## src/rtl/spi_regs_pkg.sv

```systemverilog
package spi_regs_pkg;
    localparam int DATA_W  = 8;
    localparam int ADDR_W  = DATA_W - 2;
    localparam int CNT_W   = $clog2(DATA_W);
    localparam int RW_BIT  = DATA_W - 1;
    localparam int INC_BIT = DATA_W - 2;

    typedef logic [DATA_W-1:0] byte_t;
    typedef logic [ADDR_W-1:0] addr_t;
    typedef logic [CNT_W-1:0]  bitcnt_t;
endpackage

```

## src/rtl/spi_sync.sv

```systemverilog
module spi_sync #(
    parameter int               WIDTH     = 3,
    parameter int               STAGES    = 2,
    parameter logic [WIDTH-1:0] RESET_VAL = '0
) (
    input  logic             clk,
    input  logic             rst_n,
    input  logic [WIDTH-1:0] d,
    output logic [WIDTH-1:0] q
);
    logic [STAGES-1:0][WIDTH-1:0] chain_d, chain_q;

    generate
        if (STAGES > 1) begin : g_multi
            always_comb begin
                chain_d = {chain_q[STAGES-2:0], d};
            end
        end else begin : g_single
            always_comb begin
                chain_d = d;
            end
        end
    endgenerate

    always_ff @(posedge clk or negedge rst_n) begin
        if (!rst_n) chain_q <= {STAGES{RESET_VAL}};
        else        chain_q <= chain_d;
    end

    assign q = chain_q[STAGES-1];
endmodule

```

## src/rtl/spi_frame_ctrl.sv

```systemverilog
module spi_frame_ctrl
    import spi_regs_pkg::*;
(
    input  logic  clk,
    input  logic  rst_n,
    input  logic  cs_n_s,
    input  logic  sclk_s,
    input  logic  sdi_s,
    output addr_t rf_addr,
    output byte_t rf_wdata,
    output logic  rf_we,
    output logic  rf_re,
    output logic  frame_active,
    output logic  rd_phase,
    output logic  sclk_fall
);
    localparam bitcnt_t LAST_BIT = bitcnt_t'(DATA_W - 1);

    typedef struct packed {
        logic    active;
        logic    sclk_prev;
        logic    cmd_done;
        logic    rd;
        logic    inc;
        addr_t   addr;
        bitcnt_t bitcnt;
        byte_t   shreg;
        byte_t   wdata;
        logic    we;
        logic    re;
    } ctrl_t;

    localparam ctrl_t CTRL_RESET = '{
        active: 1'b0, sclk_prev: 1'b1, cmd_done: 1'b0, rd: 1'b0, inc: 1'b0,
        addr: '0, bitcnt: '0, shreg: '0, wdata: '0, we: 1'b0, re: 1'b0
    };

    ctrl_t ctrl_d, ctrl_q;
    logic  sclk_rise;
    byte_t full_byte;

    always_comb begin
        ctrl_d           = ctrl_q;
        ctrl_d.we        = 1'b0;
        ctrl_d.re        = 1'b0;
        ctrl_d.sclk_prev = sclk_s;
        sclk_rise        = ctrl_q.active & sclk_s & ~ctrl_q.sclk_prev;
        full_byte        = {ctrl_q.shreg[DATA_W-2:0], sdi_s};

        // an incrementing write steps the address the cycle after its strobe
        if (ctrl_q.we && ctrl_q.inc) ctrl_d.addr = ctrl_q.addr + 1'b1;

        if (cs_n_s) begin
            ctrl_d.active   = 1'b0;
            ctrl_d.cmd_done = 1'b0;
            ctrl_d.rd       = 1'b0;
            ctrl_d.bitcnt   = '0;
        end else begin
            ctrl_d.active = 1'b1;
            if (sclk_rise) begin
                ctrl_d.shreg  = full_byte;
                ctrl_d.bitcnt = ctrl_q.bitcnt + 1'b1;
                if (ctrl_q.bitcnt == LAST_BIT) begin
                    ctrl_d.bitcnt = '0;
                    if (!ctrl_q.cmd_done) begin
                        ctrl_d.cmd_done = 1'b1;
                        ctrl_d.rd       = full_byte[RW_BIT];
                        ctrl_d.inc      = full_byte[INC_BIT];
                        ctrl_d.addr     = full_byte[ADDR_W-1:0];
                        ctrl_d.re       = full_byte[RW_BIT];
                    end else if (ctrl_q.rd) begin
                        if (ctrl_q.inc) ctrl_d.addr = ctrl_q.addr + 1'b1;
                        ctrl_d.re = 1'b1;
                    end else begin
                        ctrl_d.we    = 1'b1;
                        ctrl_d.wdata = full_byte;
                    end
                end
            end
        end
    end

    always_ff @(posedge clk or negedge rst_n) begin
        if (!rst_n) ctrl_q <= CTRL_RESET;
        else        ctrl_q <= ctrl_d;
    end

    assign rf_addr      = ctrl_q.addr;
    assign rf_wdata     = ctrl_q.wdata;
    assign rf_we        = ctrl_q.we;
    assign rf_re        = ctrl_q.re;
    assign frame_active = ctrl_q.active;
    assign rd_phase     = ctrl_q.cmd_done & ctrl_q.rd;
    assign sclk_fall    = ctrl_q.active & ~cs_n_s & ~sclk_s & ctrl_q.sclk_prev;

    AST_STROBE_EXCL: assert property (@(posedge clk) disable iff (!rst_n)
        !(ctrl_q.we && ctrl_q.re));
    AST_WE_ONE_CYCLE: assert property (@(posedge clk) disable iff (!rst_n)
        ctrl_q.we |=> !ctrl_q.we);
    AST_RE_ONE_CYCLE: assert property (@(posedge clk) disable iff (!rst_n)
        ctrl_q.re |=> !ctrl_q.re);
    AST_FIXED_ADDR: assert property (@(posedge clk) disable iff (!rst_n)
        (ctrl_q.cmd_done && !ctrl_q.inc) |=> $stable(ctrl_q.addr));
    AST_WR_STEP: assert property (@(posedge clk) disable iff (!rst_n)
        (ctrl_q.we && ctrl_q.inc) |=> (ctrl_q.addr == $past(ctrl_q.addr) + 1'b1));
    AST_NO_WE_DESELECTED: assert property (@(posedge clk) disable iff (!rst_n)
        cs_n_s |=> !ctrl_q.we);
    AST_RE_IN_READ: assert property (@(posedge clk) disable iff (!rst_n)
        ctrl_q.re |-> (ctrl_q.rd && ctrl_q.cmd_done));
endmodule

```

## src/rtl/spi_tx.sv

```systemverilog
module spi_tx
    import spi_regs_pkg::*;
(
    input  logic  clk,
    input  logic  rst_n,
    input  logic  frame_active,
    input  logic  three_wire,
    input  logic  rd_phase,
    input  logic  load,
    input  byte_t load_data,
    input  logic  shift,
    output logic  dout,
    output logic  sdo_oe,
    output logic  sdi_oe
);
    typedef struct packed {
        byte_t shreg;
        logic  dout;
        logic  sdo_oe;
        logic  sdi_oe;
    } tx_t;

    tx_t tx_d, tx_q;

    always_comb begin
        tx_d = tx_q;
        if (load) begin
            tx_d.shreg = load_data;
        end else if (shift && rd_phase) begin
            tx_d.dout  = tx_q.shreg[DATA_W-1];
            tx_d.shreg = {tx_q.shreg[DATA_W-2:0], 1'b0};
        end
        tx_d.sdo_oe = frame_active & ~three_wire;
        tx_d.sdi_oe = frame_active & three_wire & rd_phase;
    end

    always_ff @(posedge clk or negedge rst_n) begin
        if (!rst_n) tx_q <= '0;
        else        tx_q <= tx_d;
    end

    assign dout   = tx_q.dout;
    assign sdo_oe = tx_q.sdo_oe;
    assign sdi_oe = tx_q.sdi_oe;

    AST_OE_EXCL: assert property (@(posedge clk) disable iff (!rst_n)
        !(tx_q.sdo_oe && tx_q.sdi_oe));
    AST_IDLE_HIZ: assert property (@(posedge clk) disable iff (!rst_n)
        !frame_active |=> (!tx_q.sdo_oe && !tx_q.sdi_oe));
    AST_DOUT_ON_FALL: assert property (@(posedge clk) disable iff (!rst_n)
        !shift |=> $stable(tx_q.dout));
endmodule

```

## src/rtl/spi_reg_slave.sv

```systemverilog
module spi_reg_slave
    import spi_regs_pkg::*;
#(
    parameter int SYNC_STAGES = 2
) (
    input  logic              clk,
    input  logic              rst_n,
    input  logic              three_wire,
    input  logic              spi_cs_n,
    input  logic              spi_sclk,
    input  logic              spi_sdi,
    output logic              spi_sdo,
    output logic              spi_sdo_oe,
    output logic              spi_sdi_out,
    output logic              spi_sdi_oe,
    output logic [ADDR_W-1:0] rf_addr,
    output logic [DATA_W-1:0] rf_wdata,
    output logic              rf_we,
    output logic              rf_re,
    input  logic [DATA_W-1:0] rf_rdata
);
    localparam int          N_SYNC   = 3;
    localparam logic [2:0]  SYNC_RST = 3'b110;

    logic [N_SYNC-1:0] raw_in, synced;
    logic frame_active, rd_phase, sclk_fall, tx_bit;

    assign raw_in = {spi_cs_n, spi_sclk, spi_sdi};

    spi_sync #(.WIDTH(N_SYNC), .STAGES(SYNC_STAGES), .RESET_VAL(SYNC_RST)) i_sync (
        .clk   (clk),
        .rst_n (rst_n),
        .d     (raw_in),
        .q     (synced)
    );

    spi_frame_ctrl i_ctrl (
        .clk          (clk),
        .rst_n        (rst_n),
        .cs_n_s       (synced[2]),
        .sclk_s       (synced[1]),
        .sdi_s        (synced[0]),
        .rf_addr      (rf_addr),
        .rf_wdata     (rf_wdata),
        .rf_we        (rf_we),
        .rf_re        (rf_re),
        .frame_active (frame_active),
        .rd_phase     (rd_phase),
        .sclk_fall    (sclk_fall)
    );

    spi_tx i_tx (
        .clk          (clk),
        .rst_n        (rst_n),
        .frame_active (frame_active),
        .three_wire   (three_wire),
        .rd_phase     (rd_phase),
        .load         (rf_re),
        .load_data    (rf_rdata),
        .shift        (sclk_fall),
        .dout         (tx_bit),
        .sdo_oe       (spi_sdo_oe),
        .sdi_oe       (spi_sdi_oe)
    );

    assign spi_sdo     = tx_bit;
    assign spi_sdi_out = tx_bit;
endmodule

```

## config.mk

```make
export PLATFORM = sky130hd
export DESIGN_NAME = spi_reg_slave
export DESIGN_NICKNAME = d
export VERILOG_FILES = /design/src/rtl/spi_regs_pkg.sv /design/src/rtl/spi_sync.sv /design/src/rtl/spi_frame_ctrl.sv /design/src/rtl/spi_tx.sv /design/src/rtl/spi_reg_slave.sv
export SDC_FILE = /design/constraint.sdc
export NUM_CORES = 1
export LEC_CHECK = 0
export BUFFER_PORTS_ARGS = -buffer_cell sky130_fd_sc_hd__buf_2
export CAP_MARGIN = 20
export CORE_MARGIN = 5
export CORE_UTILIZATION = 40
export CTS_BUF_LIST = sky130_fd_sc_hd__clkbuf_8
export DETAILED_ROUTE_END_ITERATION = 16
export PLACE_DENSITY_LB_ADDON = 0.12
export SYNTH_ARGS = -nofsm -noshare
export SYNTH_HDL_FRONTEND = slang
export SYNTH_SLANG_ARGS = --single-unit
```

## constraint.sdc

```tcl
create_clock -name clk -period 2.08 [get_ports clk]
set_input_delay 0.104 -clock clk [delete_from_list [all_inputs] [get_ports clk]]
set_output_delay 0.104 -clock clk [all_outputs]
set_load 0.02 [all_outputs]
```

==> flow_summary_export.csv <==
group,metric,value,unit
setup_path,setup.worst_path.class,"reg -> reg",
floorplan,core_area,5507,sq um
timing,period_needed,1.947,ns
route,ant_nets,0,
yosys,synthesis.area,2275,sq um
placement,place_ws,0.06296,ns
finish,mostFrequentLayoutCell,"dfrtp_1",
timing,setup_slack,0.1330,ns
power_and_ir_drop,power.total,1801,uW
power_and_ir_drop,switchingPower,372.5,uW
clock_network,cts_tree,"built",
power_and_ir_drop,switching_share,0.2069,
power_and_ir_drop,p_seq_frac,0.559,
grt,grt_pass1_wl,7.445,mm
finish,nets,260,
setup_path,worstPathArrival,2.12,ns
timing,hold_slack,0.01647,ns
finish,fillers,506,
placement,gp_congestion,0.8129,
power_and_ir_drop,ir_drop,0.3900,mV
placement,port_buffers,33,
grt,grt_pass1_vias,1483,
clock_network,ctsRootBufferMaster,"clkbuf_8",
clock_network,clk_pin_slew,0.08,ns
grt,antenna_found_initial,0,
timing,finalSetupViolations,0,
yosys,synth.ff_latch_count,48,
power_and_ir_drop,leakage,0.001337,uW
power_and_ir_drop,power.internal,1428,uW
route,num_vias,1573,
yosys,ys_seq_area_frac,0.5308,
finish,layout-drive-gt1-share,0.3074,
route,drt_pass1_iterations,4,
yosys,syn_nets,225,
clock_network,clk_latency,0.29,ns
clock_network,htreeDepth,2,
floorplan,die_y,85.41,microns
route,routedWlPerCell,13.64,microns
finish,n_antenna_cell,0,
yosys,synth_area_per_cell,10.94,sq um
setup_path,cp-end-kind,"register",
setup_path,path_buf_inv,0,
grt,grt.total_usage,0.1281,
placement,place_hpwl,3.138,mm
timing,slew_headroom,0.6082,
clock_network,clock_path_buffers,2,
route,routed_via_density,4.978,
route,wl,4.309,mm
power_and_ir_drop,p_comb_frac,0.042,
timing,setup_tns,0,ns
finish,syn_to_final_growth,16.45,%
route,drcViolationCount,0,
floorplan,fp.dieW,85.41,microns
yosys,postSynthCellCount,208,
setup_path,worst_ep_required_time,2.25,ns
timing,worst_pin_slew,0.5877,ns
floorplan,start_util,0.4131,
setup_path,critPathLaunchType,"register",
clock_network,cts_buffers,5,
floorplan,pin_count,34,
route,drtIter0Drc,138,
timing,fmax,0.5136,GHz
timing,final_max_slew_viol_count,0,
setup_path,slowest_stage,"or4_1",
yosys,yosys_warnings,0,
setup_path,crit_family,"simple AND/OR/NAND/NOR gates",
timing,finalCritPeriodShare,0.9361,
setup_path,max_stage_delay,0.49,ns
grt,gr-total-overflow,0,
finish,final_cell_mix,"dfrtp_1 (43), nand2_1 (34), buf_2 (33), buf_4 (14), o21ai_0 (13)",
yosys,ys_types,47,
power_and_ir_drop,p_per_area,679.8,nW/um^2
floorplan,dieArea,7295,sq um
power_and_ir_drop,p_clk_frac,0.399,
worst_hold_path,min_path_type,"in -> reg",
yosys,synth-edff-count,0,
timing,rsz0062_at_grt,"no",
setup_path,path_cells,"ha_1, ha_2, nand4b_1, a311oi_2, nor4b_1, or4_1",
status,outcome,"finished, final reports clean",
clock_network,cts.sinks,48,
run,drv_cap,0,
setup_path,cp_max_fo,7,
yosys,synth_ff_type,"dfrtp_1",
grt,grt_max_degree,49,
timing,finalHoldViolCount,0,
timing,finClkSkew,0.003708,ns
floorplan,row_count,27,
yosys,async_reset_ff_frac,1.000,
kinds of logic (layout without fill, tap and decap cells):
group | Yosys count | count (layout) | share of synthesized area
compound gates | 32 | 32 | 0.09021
xor+xnor | 3 | 3 | 0.01155
fa+ha+maj | 3 | 3 | 0.01650
buf+inv | 29 | 65 | 0.08360
flops | 48 | 48 | 0.5308
mux | 22 | 22 | 0.1155
simple gates | 71 | 71 | 0.1518
Yosys cell counts, drive strengths merged, types with 2 or more instances:
| master | instances | area, sq um |
|---|---|---|
| xnor2 | 2 | 17.52 |
| a31oi | 2 | 12.51 |
| and2 | 2 | 12.51 |
| nand2 | 35 | 133.9 |
| ha | 3 | 37.54 |
| or3 | 2 | 12.51 |
| nand3 | 3 | 15.01 |
| o211ai | 3 | 22.52 |
| dfstp | 5 | 131.4 |
| a21oi | 4 | 20.02 |
| clkbuf | 5 | 20.01 |
| dfrtp | 43 | 1076 |
| buf | 19 | 151.4 |
| mux2 | 10 | 142.6 |
| nor2b | 3 | 18.77 |
| nor2 | 10 | 37.54 |
| inv | 5 | 18.76 |
| nor3 | 5 | 25.02 |
| o21ai | 13 | 65.06 |
| nand4 | 2 | 12.51 |
| mux2i | 12 | 120.1 |
registers in the layout (all words and copies together) (netlist names), 3 cells and up:
register	cells
i_ctrl.ctrl_q	14
i_ctrl.rf_wdata	8
i_tx.tx_q	8
i_ctrl.rf_addr	6
i_sync.chain_d	3
i_sync.q	3
worst reg2reg max path, delay by kind of cell, from the launching register on:
family,cells,cell delay (ns)
AO/OA/AOI/OAI,1,0.30
adder cells (fa/ha/maj),2,0.41
flip-flops,1,0.37
AND/OR/NAND/NOR,3,0.73
stage by stage:
stage	cells	cell area [sq um]	utilization
2_1_floorplan	208	2275	-
3_3_place_gp	303	2464	0.4474
3_5_place_dp	303	2464	0.4474
4_1_cts	316	2640	0.4794
5_1_grt	316	2649	0.4810
6_report	316	2649	0.4810
layout make-up:
type / instances / area, sq um / area share
clock buffers: 7 / 96.34 / 0.03637
clock inverters: 1 / 30.03 / 0.01134
inverters: 5 / 18.77 / 0.007085
multi-input cells: 131 / 885.9 / 0.3344
flip-flops and latches: 48 / 1207 / 0.4558
well taps: 72 / 90.09 / 0.03401
repair buffers: 52 / 320.3 / 0.1209
power groups by stage:
stage | Combinational (uW) | Clock, uW | Sequential [uW]
CTS | 77.4 | 746 | 1010
finish | 75.1 | 718 | 1010
floorplan | 35.5 | 0 | 1010
global route | 89.2 | 778 | 1010
global placement | 70.2 | 0 | 1030
detailed placement | 70.3 | 0 | 1030
layer usage:
layer,track usage,vias to the layer above,part of all wire
met5,0,-,0
met4,0.04748,0,0.015
met3,0.03301,6,0.054
met2,0.1815,39,0.44
met1,0.1872,746,0.49
li1,-,782,-
worst paths after layout:
check                                              start                              to  slack [ns]  cells after the start
setup reg to reg           i_ctrl.ctrl_q[18]$_DFFE_PN0P_     i_ctrl.rf_addr[3]$_DFF_PN0_        0.13                      6
setup / recovery           i_ctrl.ctrl_q[18]$_DFFE_PN0P_     i_ctrl.rf_addr[3]$_DFF_PN0_        0.13                      6
min in group asynchronous                          rst_n  i_ctrl.rf_wdata[3]$_DFFE_PN0P_        0.43                      3
hold reg to reg              i_sync.chain_d[3]$_DFF_PN0_           i_sync.q[0]$_DFF_PN0_        0.36                      0
max in group asynchronous                          rst_n        i_tx.tx_q[5]$_DFFE_PN0P_        1.26                      3
hold / removal                               rf_rdata[5]        i_tx.tx_q[8]$_DFFE_PN0P_        0.02                      3
timing repair:
action / in CTS / in global routing
endpoints found under the setup margin: 0 / 1
resized for setup: 0 / 2
endpoints found under the hold margin: 47 / 0
hold buffers: 5 / 0
setup buffers: 0 / 0
(Power assumes the default switching activity.)
